## src/rtl/cr_move_pkg.sv

```systemverilog
// Package: shared constants and types of the control register move unit.
// Assumes 32-bit control registers and four architected slots.
package cr_move_pkg;
    localparam int CR_W    = 32;
    localparam int NUM_CR  = 4;
    localparam int SLOT_W  = $clog2(NUM_CR);
    localparam int PE_POS  = 0;
    localparam int PG_POS  = 31;
    localparam int PSE_POS = 4;
    localparam int PAE_POS = 5;
    localparam int PGE_POS = 7;
    localparam logic [CR_W-1:0] CR0_PAGE_MASK = (CR_W'(1) << PE_POS) | (CR_W'(1) << PG_POS);
    localparam logic [CR_W-1:0] CR4_PAGE_MASK =
        (CR_W'(1) << PSE_POS) | (CR_W'(1) << PAE_POS) | (CR_W'(1) << PGE_POS);

    // Storage slot of each architected register index
    typedef enum logic [SLOT_W-1:0] {
        SLOT_CR0 = 2'd0,
        SLOT_CR2 = 2'd1,
        SLOT_CR3 = 2'd2,
        SLOT_CR4 = 2'd3
    } cr_slot_e;

    // Side-effect requests raised by one write
    typedef struct packed {
        logic flush_ng;
        logic flush_all;
        logic ptr_load;
    } cr_fx_t;
endpackage

```

## src/rtl/cr_op_decode.sv

```systemverilog
// Module: cr_op_decode
// Splits the ModR/M byte into the control register slot and the general
// register index, and flags encodings that name no register or use a
// memory form. Purely combinational.
module cr_op_decode
    import cr_move_pkg::*;
(
    input  logic [7:0]  modrm,
    output logic        legal,
    output cr_slot_e    slot,
    output logic [2:0]  gpr_idx
);
    logic reg_ok;

    // Map architected index to storage slot
    always_comb begin
        reg_ok = 1'b1;
        slot   = SLOT_CR0;
        case (modrm[5:3])
            3'd0:    slot = SLOT_CR0;
            3'd2:    slot = SLOT_CR2;
            3'd3:    slot = SLOT_CR3;
            3'd4:    slot = SLOT_CR4;
            default: reg_ok = 1'b0;
        endcase
    end

    // Register form only
    always_comb begin
        legal   = reg_ok && (modrm[7:6] == 2'b11);
        gpr_idx = modrm[2:0];
    end
endmodule

```

## src/rtl/cr_bank.sv

```systemverilog
// Module: cr_bank
// Holds the control registers, one per slot. A single write port
// replaces a whole register. Synchronous active-low reset clears all.
module cr_bank
    import cr_move_pkg::*;
#(
    parameter int N = NUM_CR,
    parameter int W = CR_W,
    localparam int SW = (N > 1) ? $clog2(N) : 1
) (
    input  logic                clk,
    input  logic                rst_n,
    input  logic                we,
    input  logic [SW-1:0]       wslot,
    input  logic [W-1:0]        wdata,
    output logic [N-1:0][W-1:0] cr_q
);
    for (genvar g = 0; g < N; g++) begin : g_slot
        // Update this slot when addressed by a write
        always_ff @(posedge clk) begin
            if (!rst_n)
                cr_q[g] <= '0;
            else if (we && (wslot == SW'(g)))
                cr_q[g] <= wdata;
        end
    end

    // registers hold without a write
    a_r4_hold_idle: assert property (@(posedge clk) disable iff (!rst_n)
        !we |=> $stable(cr_q));
    // written value lands in the addressed slot
    a_r4_write_lands: assert property (@(posedge clk) disable iff (!rst_n)
        we |=> cr_q[$past(wslot)] == $past(wdata));
endmodule

```

## src/rtl/cr_side_fx.sv

```systemverilog
// Module: cr_side_fx
// Compares the current paging flags with an incoming write and works out
// which translation side effects the write requests. Combinational; the
// caller registers the result.
module cr_side_fx
    import cr_move_pkg::*;
(
    input  logic            we,
    input  cr_slot_e        slot,
    input  logic [CR_W-1:0] cur_cr0,
    input  logic [CR_W-1:0] cur_cr4,
    input  logic [CR_W-1:0] wdata,
    output cr_fx_t          fx
);
    logic            pg_now, pae_now;
    logic [CR_W-1:0] cr0_diff, cr4_diff;

    // Flag state before the write and bits that the write changes
    always_comb begin
        pg_now   = cur_cr0[PG_POS];
        pae_now  = cur_cr4[PAE_POS];
        cr0_diff = (cur_cr0 ^ wdata) & CR0_PAGE_MASK;
        cr4_diff = (cur_cr4 ^ wdata) & CR4_PAGE_MASK;
    end

    // Select requests by target slot
    always_comb begin
        fx = '0;
        if (we) begin
            case (slot)
                SLOT_CR0: begin
                    fx.flush_all = |cr0_diff;
                    fx.ptr_load  = pae_now && !pg_now && wdata[PG_POS];
                end
                SLOT_CR3: begin
                    fx.flush_ng = 1'b1;
                    fx.ptr_load = pae_now && pg_now;
                end
                SLOT_CR4: begin
                    fx.flush_all = |cr4_diff;
                    fx.ptr_load  = pg_now && !pae_now && wdata[PAE_POS];
                end
                default: fx = '0;
            endcase
        end
    end
endmodule

```

## src/rtl/cr_move_unit.sv

```systemverilog
// Module: cr_move_unit (top)
// Executes moves to and from the paging control registers and raises
// one-cycle side-effect, intercept and invalid-opcode pulses. All results
// appear one clock after op_valid. Assumes one operation per cycle.
module cr_move_unit
    import cr_move_pkg::*;
(
    input  logic            clk,
    input  logic            rst_n,
    input  logic            op_valid,
    input  logic            op_to_cr,
    input  logic            host_mode,
    input  logic [7:0]      modrm,
    input  logic [31:0]     gpr_data,
    output logic            rd_valid,
    output logic [2:0]      rd_gpr,
    output logic [31:0]     rd_data,
    output logic            flush_nonglobal,
    output logic            flush_global,
    output logic            ptr_reload,
    output logic            intercept,
    output logic            bad_opcode
);
    logic                        legal;
    cr_slot_e                    slot;
    logic [2:0]                  gpr_idx;
    logic                        hit_icpt, hit_bad, do_wr, do_rd;
    logic [NUM_CR-1:0][CR_W-1:0] cr_q;
    cr_fx_t                      fx;

    cr_op_decode u_dec (
        .modrm   (modrm),
        .legal   (legal),
        .slot    (slot),
        .gpr_idx (gpr_idx)
    );

    // Classify the operation; intercept outranks the opcode check
    always_comb begin
        hit_icpt = op_valid && op_to_cr && host_mode;
        hit_bad  = op_valid && !hit_icpt && !legal;
        do_wr    = op_valid && op_to_cr && !host_mode && legal;
        do_rd    = op_valid && !op_to_cr && legal;
    end

    cr_bank #(.N(NUM_CR), .W(CR_W)) u_bank (
        .clk   (clk),
        .rst_n (rst_n),
        .we    (do_wr),
        .wslot (slot),
        .wdata (gpr_data),
        .cr_q  (cr_q)
    );

    cr_side_fx u_fx (
        .we      (do_wr),
        .slot    (slot),
        .cur_cr0 (cr_q[SLOT_CR0]),
        .cur_cr4 (cr_q[SLOT_CR4]),
        .wdata   (gpr_data),
        .fx      (fx)
    );

    // Register read results and event pulses
    always_ff @(posedge clk) begin
        if (!rst_n) begin
            rd_valid        <= 1'b0;
            rd_gpr          <= '0;
            rd_data         <= '0;
            flush_nonglobal <= 1'b0;
            flush_global    <= 1'b0;
            ptr_reload      <= 1'b0;
            intercept       <= 1'b0;
            bad_opcode      <= 1'b0;
        end else begin
            rd_valid        <= do_rd;
            rd_gpr          <= do_rd ? gpr_idx : 3'd0;
            rd_data         <= do_rd ? cr_q[slot] : '0;
            flush_nonglobal <= fx.flush_ng;
            flush_global    <= fx.flush_all;
            ptr_reload      <= fx.ptr_load;
            intercept       <= hit_icpt;
            bad_opcode      <= hit_bad;
        end
    end

    // legal read yields a read result
    a_r2_read_result: assert property (@(posedge clk) disable iff (!rst_n)
        (op_valid && !op_to_cr && modrm[7:6] == 2'b11 && modrm[5:3] == 3'd0) |=> rd_valid);
    // invalid opcode is silent otherwise
    a_r3_bad_quiet: assert property (@(posedge clk) disable iff (!rst_n)
        bad_opcode |-> !(rd_valid || flush_nonglobal || flush_global || ptr_reload || intercept));
    // any register 3 write flushes non-global entries
    a_r5_cr3_flush: assert property (@(posedge clk) disable iff (!rst_n)
        (op_valid && op_to_cr && !host_mode && modrm == {2'b11, 3'd3, modrm[2:0]}) |=> flush_nonglobal);
    // a pointer reload leaves both paging flags set
    a_r8_ptr_needs_paging: assert property (@(posedge clk) disable iff (!rst_n)
        ptr_reload |-> (cr_q[SLOT_CR0][PG_POS] && cr_q[SLOT_CR4][PAE_POS]));
    // intercept blocks all other effects
    a_r10_intercept_quiet: assert property (@(posedge clk) disable iff (!rst_n)
        intercept |-> !(rd_valid || flush_nonglobal || flush_global || ptr_reload || bad_opcode));
    // intercepted move leaves registers untouched
    a_r10_no_update: assert property (@(posedge clk) disable iff (!rst_n)
        (op_valid && op_to_cr && host_mode) |=> $stable(cr_q));
    // no strobe, no output next cycle
    a_r11_idle_quiet: assert property (@(posedge clk) disable iff (!rst_n)
        !op_valid |=> !(rd_valid || flush_nonglobal || flush_global || ptr_reload || intercept || bad_opcode));
endmodule

```

## config.mk

```make
export PLATFORM = sky130hd
export DESIGN_NAME = cr_move_unit
export DESIGN_NICKNAME = d
export VERILOG_FILES = /design/src/rtl/cr_move_pkg.sv /design/src/rtl/cr_op_decode.sv /design/src/rtl/cr_bank.sv /design/src/rtl/cr_side_fx.sv /design/src/rtl/cr_move_unit.sv
export SDC_FILE = /design/constraint.sdc
export NUM_CORES = 1
export LEC_CHECK = 0
export BUFFER_PORTS_ARGS = -buffer_cell sky130_fd_sc_hd__buf_2
export CORE_MARGIN = 4
export CORE_UTILIZATION = 35
export CTS_BUF_LIST = sky130_fd_sc_hd__clkbuf_8
export DETAILED_ROUTE_END_ITERATION = 10
export PLACE_DENSITY = 0.49
export REMOVE_ABC_BUFFERS = 1
export SLEW_MARGIN = 20
export SYNTH_ARGS = -nofsm -noshare
export SYNTH_HDL_FRONTEND = slang
export SYNTH_SLANG_ARGS = --single-unit
```

## constraint.sdc

```tcl
create_clock -name clk -period 2.3 [get_ports clk]
set_input_delay 0.575 -clock clk [delete_from_list [all_inputs] [get_ports clk]]
set_output_delay 0.575 -clock clk [all_outputs]
set_load 0.02 [all_outputs]
```

; ---- After elaboration in Yosys (flattened, before gate mapping)
; Index checks and enable logic that the tools add are counted.
[classes]
n_lt_le_gt_ge = 1
mux = 7
reduce_logical = 31
bitwise = 2
eq_ne = 7
[op_table]
columns = operator, n
row1 = binary-select mux 32 bit (select 2 bit), 1
row2 = 2-to-1 mux 32 bit, 1
row3 = bitwise XOR 32 bit, 1
row4 = logical AND 1 bit, 18
row5 = bitwise XOR 8 bit, 1
row6 = equality test 2 bit (second input constant), 3
row7 = equality test 3 x 2 -> 1 bit (second input constant), 2
row8 = logical NOT 1 bit, 6
row9 = one-hot mux 2 bit (3 select lines), 1
row10 = AND reduction 2 bit, 2
row11 = OR reduction 4 bit, 1
row12 = equality test 3 bit (second input constant), 1
row13 = logical NOT 3 bit, 1
row14 = < comparator 2 x 3 -> 1 bit (second input constant), 1
row15 = one-hot mux 1 bit (3 select lines), 1
row16 = OR reduction 3 bit, 1
row17 = equality test 2 x 1 -> 1 bit (second input constant), 1
row18 = logical NOT 2 bit, 1
row19 = 2-to-1 mux 1 bit, 2
row20 = one-hot mux 1 bit (2 select lines), 1
row21 = OR reduction 2 bit, 1
[word_totals]
input_bits = 45
word_cells = 60
ff_bits = 169

; ---- Logic depth before layout (Yosys ltp)
; Gate-level depths: netlist (run 1).
[logic_depth]
word_depth = 6
mapped_depth = 7
ltp_nobuf = 3

; ---- Cells and area by module
; Synthesis (run 1) repeated with hierarchy kept, for this count alone.
[hier_totals]
hier_cells = 613
area_unflattened_um2 = 6935.4
[by_module_without_submodules]
columns = mod, seq_area_each_um2, area_each_um2, instances, cells_per_inst
row1 = cr_bank, 2562.5, 4792.1, 1, 453
row2 = cr_move_unit, 820.8, 1901.8, 1, 128
row3 = cr_side_fx, 0.0, 173.9, 1, 22
row4 = cr_op_decode, 0.0, 67.6, 1, 10

; ---- Worst setup path before layout (run 1)
; Ideal clock, no wire load.
[synth_path]
path_type = input -> register
from = input modrm[4]
to = register u_bank.cr_q[10] in the netlist's numbering
stages = 5
setup_time_ns = 0.132
setup_slack_ns = 0.538
n_path_buf = 2
required_ns = 2.168
t_arrival_ns = 1.629
path_cell_list = buf_6 -> or4bb_1 -> clkbuf_2 -> o21ai_0 -> a21oi_1
[synth_via]
elab_chain_cells = 6
elab_cells_between_ends = 11
[synth_rtl]
columns = item, line_no
row1 = from (decl), cr_move_unit.sv:13  ; input logic [7:0] modrm,
row2 = "equality test 3 x 2 -> 1 bit, or another cell as far along", cr_op_decode.sv:19  ; case (modrm[5:3])
row3 = OR reduction 4 bit (no line), -
row4 = 2-to-1 mux 1 bit, cr_op_decode.sv:19
row5 = logical AND 1 bit, cr_op_decode.sv:30  ; legal = reg_ok && (modrm[7:6] == 2'b11);
row6 = logical AND 1 bit, cr_move_unit.sv:42  ; do_wr = op_valid && op_to_cr && !host_mode && legal;
row7 = logical AND 1 bit *, cr_bank.sv:23  ; else if (we && (wslot == SW'(g)))
row8 = "to (signal, indexed assignment)", cr_bank.sv:24  ; cr_q[g] <= wdata;
row9 = to (decl), cr_bank.sv:16  ; output logic [N-1:0][W-1:0] cr_q
; Every way passes the cells marked *; elsewhere a longest branch is shown, timed or not.
; A chain may end at the register's enable or synchronous reset.

; ---- Final worst setup path (run 1)
[layout_path]
from = input modrm[5]
to = register rd_data[2]
[layout_via]
elab_chain_cells = 6
elab_cells_between_ends = 12
[layout_rtl]
columns = item, line_no
row1 = "equality test 3 x 2 -> 1 bit, or another cell as far along", cr_op_decode.sv:19
row2 = OR reduction 4 bit (no line), -
row3 = 2-to-1 mux 1 bit, cr_op_decode.sv:19
row4 = logical AND 1 bit, cr_op_decode.sv:30
row5 = logical AND 1 bit, cr_move_unit.sv:43  ; do_rd = op_valid && !op_to_cr && legal;
row6 = AND reduction 2 bit (no line), -
row7 = to (signal assigned), cr_move_unit.sv:78  ; rd_data <= do_rd ? cr_q[slot] : '0;
row8 = to (decl), cr_move_unit.sv:17  ; output logic [31:0] rd_data,
; Several ways; a longest one is shown, not always the timed one. The select of a mux whose other input is x is not followed.

==> impl_metrics.env, run 1 <==
export IMPL_start_util=0.3577
export IMPL_power_leakage_nw=3.161
export IMPL_slowest_stage="a2111o_2"
export IMPL_yosysTopAreaCell="dfxtp_1"
export IMPL_ctsHoldBuffers=0
export IMPL_syn2layout_area_growth_pct=15.15
export IMPL_crit_required_ns=2.68
export IMPL_synthFlopType="dfxtp_1"
export IMPL_ant_nets=0
export IMPL_hp_class="in -> reg"
export IMPL_power_frac_seq=0.525
export IMPL_peakVddDrop_mv=0.3700
export IMPL_postSynthAreaPerCell_um2=9.291
export IMPL_yosys_warnings=0
export IMPL_antennaDiodeCount=0
export IMPL_grt_pass1_wl_um=34200
export IMPL_clk_path_buf_depth=2
export IMPL_p_per_area_nw_per_um2=665.6
export IMPL_synth_top_area_frac=0.4644
export IMPL_period_share=0.6890
export IMPL_die_y_um=152.3
export IMPL_post_route_util=0.4119
export IMPL_drc=0
export IMPL_relSlewSlack=0.7053
export IMPL_p_sw_mw=1.403
export IMPL_status="finished clean"
export IMPL_wl_per_cell_um=19.05
export IMPL_p_int_mw=4.180
export IMPL_path_cells="buf_2 > nand2b_4 > a2111o_2 > buf_4 > a21oi_1"
export IMPL_synthCells=784
export IMPL_die_area_um2=23180
export IMPL_synth_area_um2=7284
export IMPL_nets=880
export IMPL_vias_per_cell=5.518
export IMPL_finalCriticalPeriod_ns=1.585
export IMPL_track_usage=0.1796
export IMPL_drive_above_1_share=0.2559
export IMPL_htree_levels=4
export IMPL_clock_sinks=169
export IMPL_antenna_found_initial=0
export IMPL_reg2reg_slack_ns=1.12
export IMPL_synth_edf_count=0
export IMPL_wirelength_um=21300
export IMPL_maxSlewViolCount=0
export IMPL_overflow=0
export IMPL_clock_latency_ns=0.45
export IMPL_finalSetupViolCount=0
export IMPL_p_clk_frac=0.407
export IMPL_numPortBuffers=85
export IMPL_rsz0062_at_grt="no"
export IMPL_io_pins=86
export IMPL_startpoint_type="input pin"
export IMPL_ctsResizeCount=0
export IMPL_cts_root_buf="clkbuf_8"
export IMPL_maxCapViolCount=0
export IMPL_synth_area_top_cells="dfxtp_1 46%, mux2i_1 8.8%, nand2_1 5.0%"
export IMPL_cp_slowest_stage_delay_ns=0.50
export IMPL_cts_tree="built"
export IMPL_dp_hpwl_um=13660
export IMPL_ys_seq_elements=169
export IMPL_die_x_um=152.3
export IMPL_numCtsBuffers=17
export IMPL_grt_max_degree=81
export IMPL_yosysSeqAreaShare=0.4644
export IMPL_setup_tns_ns=0
export IMPL_worst_pin_slew_ns=0.4421
export IMPL_clock_skew_ns=0.01132
export IMPL_cp_end_kind="flip-flop"
export IMPL_core_rowCount=52
export IMPL_clk_pin_slew_ns=0.09
export IMPL_grt_pass1_vias=6362
export IMPL_cp_data_arrival_time_ns=1.96
export IMPL_hold_violations=0
export IMPL_max_freq_mhz=631.0
export IMPL_crit_type="in -> reg"
export IMPL_worst_path_max_fanout=21
export IMPL_coreArea_um2=20360
export IMPL_gp_congestion=0.7886
export IMPL_firstDrtPassIters=5
export IMPL_vias=6169
export IMPL_synth_cell_types=42
export IMPL_drt_initial_drc_count=460
export IMPL_combPwrFrac=0.067
export IMPL_synthArstFlopShare=0
export IMPL_p_sw_frac=0.2513
export IMPL_cts_setup_buffers=0
export IMPL_power_total_mw=5.583
cell usage after synthesis (all sizes together) (3+ instances only):
| library cell | instances |
|---|---|
| mux2i | 64 |
| o21ai | 35 |
| nor2 | 5 |
| nand2 | 98 |
| mux2 | 32 |
| inv | 6 |
| a21oi | 97 |
| clkbuf | 45 |
| a22oi | 32 |
| o31ai | 32 |
| xor2 | 5 |
| and3b | 3 |
| buf | 40 |
| nand4 | 33 |
| nand3 | 64 |
| dfxtp | 169 |
power groups by stage:
stage / sequential (mW) / combinational, mW / clock [mW]
final: 2.93 / 0.375 / 2.27
after global routing: 2.93 / 0.402 / 2.45
after CTS: 2.93 / 0.373 / 2.34
after detailed placement: 3.00 / 0.372 / 0
after global placement: 3.00 / 0.365 / 0
after floorplan: 3.00 / 0.133 / 0
layout by cell type, fill, tap and decap left out, types with 2 or more instances in the layout:
cell type,instances
a21oi_1,71
clkinv_2,3
a21oi_2,26
a22oi_1,32
buf_4,26
nor4bb_4,2
dfxtp_1,169
nor2_1,5
nand3_1,64
mux2_2,32
clkinvlp_4,2
inv_1,5
a211oi_1,2
buf_2,85
nand4_1,32
and2_1,2
o21ai_1,5
buf_12,6
o21ai_0,30
nand2_1,98
bufinv_16,3
mux2i_1,64
o31ai_1,32
clkbuf_8,19
xor2_1,5
and3b_1,3
inv_6,3
path summary, 6_finish.rpt:
path / startpoint / end / depth (start not counted)
hold reg to reg: u_bank.cr_q[83] / u_bank.cr_q[83] / 2
setup / recovery: modrm[5] / rd_data[2] / 5
setup reg to reg: u_bank.cr_q[31] / ptr_reload / 3
hold / removal: modrm[0] / rd_gpr[0] / 3
registers in the layout, indices dropped and copies added (netlist names):
name             cells
rd_gpr               3
flush_global         1
u_bank.cr_q        128
intercept            1
rd_data             32
ptr_reload           1
bad_opcode           1
flush_nonglobal      1
rd_valid             1
logic make-up after synthesis:
logic type	after synthesis	share of synthesized area
simple gates	220	0.1500
compound gates	203	0.1783
flops	169	0.4644
mux	96	0.1374
buf+inv	91	0.06389
xor+xnor	5	0.006011
critical path, delay by kind of cell:
kind / cells / cell delay (ns)
compound gates: 2 / 0.68
buf+inv: 2 / 0.44
simple gates: 1 / 0.25
layer usage:
layer | GRT usage | share of wire | vias up
li1 | - | - | 2928
met1 | 0.2325 | 0.45 | 3031
met2 | 0.3095 | 0.49 | 198
met3 | 0.03919 | 0.053 | 12
met4 | 0.03682 | 0.010 | 0
met5 | 0 | 0 | -
layout make-up:
| cell class | count | area, um2 |
|---|---|---|
| clock buffers | 19 | 261.5 |
| clock inverters | 13 | 166.4 |
| fillers | 2028 | 11980 |
| inverters | 6 | 22.52 |
| multi-input cells | 524 | 3476 |
| flip-flops and latches | 169 | 3383 |
| well taps | 270 | 337.8 |
| repair buffers | 117 | 740.7 |
stage by stage:
step	setup WS (ns)	cells	hold WS [ns]	cell area, um2
finish	0.7153	1118	0.3338	8388
floorplan	-2.462	699	0.4313	6842
global placement	0.2932	1086	0.4380	7960
global route	0.6384	1118	0.3223	8388
detailed placement	0.2602	1086	0.4490	7960
CTS	0.6681	1118	0.3047	8388
(Power assumes the default switching activity.)
==> run 2, diff against run 1 <==
--- a/config.mk
+++ b/config.mk
@@ -10,7 +10,7 @@
 export CORE_UTILIZATION = 35
 export CTS_BUF_LIST = sky130_fd_sc_hd__clkbuf_8
 export DETAILED_ROUTE_END_ITERATION = 10
-export PLACE_DENSITY = 0.49
+export PLACE_DENSITY = 0.51
 export REMOVE_ABC_BUFFERS = 1
 export SLEW_MARGIN = 20
 export SYNTH_ARGS = -nofsm -noshare
==> constraint.sdc (replaced) <==
create_clock -name clk -period 1.3 [get_ports clk]
set_input_delay 0.325 -clock clk [delete_from_list [all_inputs] [get_ports clk]]
set_output_delay 0.325 -clock clk [all_outputs]
set_load 0.02 [all_outputs]
==> run 2 against run 1 <==
Hold slack got worse by 0.28 ns; cell area rose by 6.1%; highest routed layer unchanged; cell count up 2.9%; via count shrank 1.7%; non-clock buffer count rose by 32; clock power is 62% higher; critical endpoint is now rd_data[22]; critical path depth shrank 4; die area is the same.
==> impl_metrics.env, run 2 (synthesized netlist as in run 1, its figures left out) <==
export IMPL_finalCriticalPeriod_ns=1.284
export IMPL_die_area_um2=23180
export IMPL_antenna_found_initial=0
export IMPL_cts_root_buf="clkbuf_8"
export IMPL_combPwrFrac=0.079
export IMPL_drc=0
export IMPL_cp_data_arrival_time_ns=0.96
export IMPL_coreArea_um2=20360
export IMPL_syn2layout_area_growth_pct=22.21
export IMPL_crit_required_ns=0.98
export IMPL_crit_family="flip-flops"
export IMPL_p_sw_frac=0.2746
export IMPL_power_frac_seq=0.539
export IMPL_dp_hpwl_um=13830
export IMPL_drive_above_1_share=0.3125
export IMPL_grt_pass1_vias=6120
export IMPL_crit_type="reg -> out"
export IMPL_htree_levels=4
export IMPL_cts_tree="built"
export IMPL_antennaDiodeCount=0
export IMPL_clk_pin_slew_ns=0.10
export IMPL_cp_slowest_stage_delay_ns=0.37
export IMPL_cts_setup_buffers=0
export IMPL_rsz0062_at_grt="yes"
export IMPL_ant_nets=0
export IMPL_p_sw_mw=2.642
export IMPL_vias_per_cell=5.274
export IMPL_p_clk_frac=0.382
export IMPL_setup_tns_ns=0
export IMPL_worst_path_max_fanout=1
export IMPL_grt_pass1_wl_um=34270
export IMPL_numCtsBuffers=17
export IMPL_gp_congestion=0.7542
export IMPL_grt_max_degree=55
export IMPL_overflow=0
export IMPL_startpoint_type="flip-flop"
export IMPL_clk_path_buf_depth=2
export IMPL_wl_per_cell_um=18.29
export IMPL_reg_largest_list="u_bank.cr_q (128), rd_data (32), rd_gpr (3)"
export IMPL_hp_class="in -> reg"
export IMPL_p_int_mw=6.982
export IMPL_maxSlewViolCount=0
export IMPL_start_util=0.3577
export IMPL_reg2reg_slack_ns=0.17
export IMPL_path_cells="buf_6"
export IMPL_nets=912
export IMPL_power_leakage_nw=3.352
export IMPL_numPortBuffers=85
export IMPL_clock_sinks=169
export IMPL_finalSetupViolCount=0
export IMPL_slowest_stage="dfxtp_2"
export IMPL_hold_violations=0
export IMPL_cp_end_kind="output pin"
export IMPL_p_per_area_nw_per_um2=1081
export IMPL_period_share=0.9874
export IMPL_clock_skew_ns=0.01970
export IMPL_mostFrequentLayoutCells="143 x dfxtp_1, 98 x nand2_1, 71 x a21oi_1"
export IMPL_max_freq_mhz=779.1
export IMPL_final_common_cell="dfxtp_1"
export IMPL_io_pins=86
export IMPL_path_buf_inv=1
export IMPL_status="finished clean"
export IMPL_largest_reg_flops=128
export IMPL_ctsHoldBuffers=0
export IMPL_post_route_util=0.4371
export IMPL_worst_pin_slew_ns=0.4208
export IMPL_clock_latency_ns=0.47
export IMPL_maxCapViolCount=0
export IMPL_die_x_um=152.3
export IMPL_firstDrtPassIters=7
export IMPL_peakVddDrop_mv=0.5441
export IMPL_wirelength_um=21040
export IMPL_largest_register="u_bank.cr_q"
export IMPL_drt_initial_drc_count=284
export IMPL_vias=6065
export IMPL_core_rowCount=52
export IMPL_relSlewSlack=0.7195
export IMPL_track_usage=0.1807
export IMPL_die_y_um=152.3
==> run 2: cell types whose count changed in the layout (fill, tap and decap cells not counted), sizes merged <==
cell,change
clkinv,-1
inv,+2
bufinv,-3
clkinvlp,+1
buf,+32
clkbuf,+1
==> run 2: routing by layer <==
layer,wire length [um],GRT usage
met3,755,0.03408
met1,9825,0.2455
met5,0,0
met2,10110,0.2942
met4,342,0.05180
==> run 2: worst paths after layout <==
| path | from | end | cells past startpoint |
|---|---|---|---|
| setup / recovery | rd_data[22] | rd_data[22] | 1 |
| hold / removal | modrm[0] | rd_gpr[0] | 3 |
| setup reg to reg | u_bank.cr_q[31] | ptr_reload | 3 |
| hold reg to reg | u_bank.cr_q[66] | u_bank.cr_q[66] | 2 |
==> run 2: power groups by stage <==
stage	Combinational (mW)	Sequential (mW)	Clock, mW
detailed placement	0.754	5.31	0
global placement	0.759	5.31	0
finish	0.759	5.19	3.68
floorplan	0.236	5.31	0
CTS	0.760	5.19	3.79
global route	0.813	5.19	4.00
==> run 2: what timing repair did <==
action / 4_1_cts / 5_1_grt
setup endpoints to repair: 31 / 25
cloned: 0 / 0
gates resized for setup: 60 / 32
==> run 2: final cells by class <==
| cell class | instances | area (um2) |
|---|---|---|
| fill | 2011 | 11460 |
| multi-input combinational | 524 | 3476 |
| sequential | 169 | 3416 |
| timing repair buffer | 149 | 1270 |
| tap | 270 | 337.8 |
| clock buffer | 20 | 275.3 |
| clock inverter | 12 | 105.1 |
| inverter | 6 | 22.52 |
==> run 2: per-stage QoR <==
step	power [mW]	setup slack (ns)	cell area [um2]	hold WS, ns	instances
3_3_place_gp	6.071	-0.3324	8290	0.4411	1118
5_1_grt	10.01	-0.01843	8902	0.03640	1150
6_report	9.624	0.01641	8902	0.05122	1150
4_1_cts	9.739	-0.01724	8820	0.01970	1150
2_1_floorplan	5.551	-3.212	6842	0.4181	699
3_5_place_dp	6.065	-0.3497	8290	0.4481	1118
==> run 3, diff against run 2 <==
--- a/config.mk
+++ b/config.mk
@@ -6,6 +6,7 @@
 export NUM_CORES = 1
 export LEC_CHECK = 0
 export BUFFER_PORTS_ARGS = -buffer_cell sky130_fd_sc_hd__buf_2
+export CORE_ASPECT_RATIO = 1.1
 export CORE_MARGIN = 4
 export CORE_UTILIZATION = 35
 export CTS_BUF_LIST = sky130_fd_sc_hd__clkbuf_8
==> run 3 against run 2 <==
Clock skew decreased by 0.0096 ns; wire length increased by 1.6%; register-to-register slack improved by 0.04 ns; highest routed layer unchanged; hold slack improved by 0.028 ns; total power about the same; die area about the same; cell area about the same.
==> impl_metrics.env, run 3 (synthesized netlist as in run 1, its figures left out) <==
export IMPL_status="finished clean"
export IMPL_worst_path_max_fanout=1
export IMPL_hold_violations=0
export IMPL_maxCapViolCount=0
export IMPL_cp_slowest_stage_delay_ns=0.37
export IMPL_multi_input_area_um2=3476
export IMPL_ff_latch_area_um2=3416
export IMPL_numPortBuffers=85
export IMPL_layout_setup_ws_ns=0.03707
export IMPL_maxSlewViolCount=0
export IMPL_slowest_stage="dfxtp_2"
export IMPL_crit_start="rd_data[26]"
export IMPL_firstDrtPassIters=4
export IMPL_timing_rr_start="u_bank.cr_q[31]"
export IMPL_ctsHoldBuffers=0
export IMPL_drc=0
export IMPL_grt_pass1_wl_um=34660
export IMPL_crit_family="flip-flops"
export IMPL_combPwrFrac=0.080
export IMPL_crit_type="reg -> out"
export IMPL_num_fill_cells=2028
export IMPL_cts_setup_buffers=0
export IMPL_antenna_found_initial=0
export IMPL_syn2layout_area_growth_pct=22.26
export IMPL_vias_per_cell=5.454
export IMPL_largest_register="u_bank.cr_q"
export IMPL_clock_skew_ns=0.01011
export IMPL_path_buf_inv=1
export IMPL_dp_hpwl_um=13870
export IMPL_final_common_cell="dfxtp_1"
export IMPL_hp_class="in -> reg"
export IMPL_power_leakage_nw=3.385
export IMPL_reg_largest_list="u_bank.cr_q (128), rd_data (32), rd_gpr (3)"
export IMPL_p_int_mw=7.082
export IMPL_die_x_um=145.6
export IMPL_overflow=0
export IMPL_vias=6196
export IMPL_p_sw_frac=0.2639
export IMPL_cts_root_buf="clkbuf_8"
export IMPL_wirelength_um=21370
export IMPL_startpoint_type="flip-flop"
export IMPL_start_util=0.3552
export IMPL_track_usage=0.1850
export IMPL_cts_tree="built"
export IMPL_instances_no_fill=1136
export IMPL_p_clk_frac=0.381
export IMPL_p_sw_mw=2.539
export IMPL_worst_pin_slew_ns=0.4643
export IMPL_hold_path_startpoint="modrm[1]"
export IMPL_peakVddDrop_mv=0.5942
export IMPL_finalCriticalPeriod_ns=1.263
export IMPL_drive_above_1_share=0.3080
export IMPL_period_share=0.9715
export IMPL_gp_congestion=0.7732
export IMPL_clk_pin_slew_ns=0.10
export IMPL_p_per_area_nw_per_um2=1080
export IMPL_mostFrequentLayoutCells="145 x dfxtp_1, 98 x nand2_1, 71 x a21oi_1"
export IMPL_finalSetupViolCount=0
export IMPL_grt_max_degree=99
export IMPL_cp_data_arrival_time_ns=0.94
export IMPL_die_area_um2=23190
export IMPL_clock_latency_ns=0.45
export IMPL_io_pins=86
export IMPL_dpl_worst_slack_ns=-0.3861
export IMPL_drt_initial_drc_count=443
export IMPL_power_frac_seq=0.539
export IMPL_largest_reg_flops=128
export IMPL_numCtsBuffers=17
export IMPL_nets=912
export IMPL_clk_path_buf_depth=2
export IMPL_postLayoutCellArea_um2=8906
export IMPL_holdWs_ns=0.07937
export IMPL_path_cells="buf_6"
export IMPL_ant_nets=0
export IMPL_relSlewSlack=0.6905
export IMPL_wl_per_cell_um=18.81
export IMPL_antennaDiodeCount=0
export IMPL_htree_levels=4
export IMPL_core_rowCount=55
export IMPL_cp_end_kind="output pin"
export IMPL_max_freq_mhz=791.8
export IMPL_place_inst=1104
export IMPL_coreArea_um2=20510
export IMPL_rsz0062_at_grt="yes"
export IMPL_reg2reg_slack_ns=0.21
export IMPL_crit_required_ns=0.98
export IMPL_clock_sinks=169
export IMPL_grt_pass1_vias=6187
export IMPL_die_y_um=159.3
export IMPL_post_dp_cell_area_um2=8348
## run 3: cell count changes in the layout (fill, tap and decap cells not counted)
cell | previous run | this run
buf_6 | 27 | 14
buf_12 | 13 | 19
buf_4 | 64 | 68
buf_2 | 45 | 48
dfxtp_2 | 26 | 23
inv_8 | 3 | 0
dfxtp_1 | 143 | 145
inv_1 | 5 | 7
bufinv_16 | 0 | 1
clkbuf_8 | 20 | 19
clkinv_2 | 1 | 0
clkinv_4 | 2 | 3
dfxtp_4 | 0 | 1
inv_6 | 3 | 4
## run 3: layout make-up
cell class,count,share of cell area
multi-input cells,524,0.3903
flip-flops and latches,169,0.3835
repair buffers,149,0.1447
well taps,256,0.03597
clock buffers,19,0.02936
clock inverters,13,0.01363
inverters,6,0.002529
## run 3: metrics by stage
stage | setup TNS (ns) | total power, mW | utilization
floorplan | -358.29 | 5.551 | -
global placement | -49.92 | 6.076 | 0.4071
detailed placement | -51.72 | 6.073 | 0.4071
CTS | 0 | 9.716 | 0.4291
global route | -0.03090 | 9.979 | 0.4343
finish | 0 | 9.621 | 0.4343
## run 3: power by group through the flow
stage | clock network (mW) | registers [mW] | logic, mW
3_3_place_gp | 0 | 5.31 | 0.765
3_5_place_dp | 0 | 5.31 | 0.762
6_report | 3.67 | 5.19 | 0.768
2_1_floorplan | 0 | 5.31 | 0.236
4_1_cts | 3.76 | 5.19 | 0.766
5_1_grt | 3.96 | 5.19 | 0.826
## run 3: worst paths after layout
path         depth (start not counted)         endpoint
max                                  1      rd_data[26]
min                                  3        rd_gpr[1]
max reg2reg                          3       ptr_reload
min reg2reg                          2  u_bank.cr_q[51]
## run 3: per-layer routing
| layer | GRT usage | part of all wire | vias to the layer above |
|---|---|---|---|
| met2 | 0.3097 | 0.48 | 172 |
| met5 | 0 | 0 | - |
| met4 | 0.04750 | 0.016 | 0 |
| met1 | 0.2456 | 0.46 | 3002 |
| li1 | - | - | 2996 |
| met3 | 0.03672 | 0.044 | 26 |
## run 3: repair_timing
action	in CTS	in global routing
gates resized for setup	30	45
hold endpoints to repair	0	0
pin swaps	0	0
endpoints found under the setup margin	18	34
## run 3: worst register-to-register path: stages (launching register included)
cell and delay, ns:
dfxtp_1 0.45, nand4b_1 0.13, a21o_1 0.18, a221oi_1 0.25
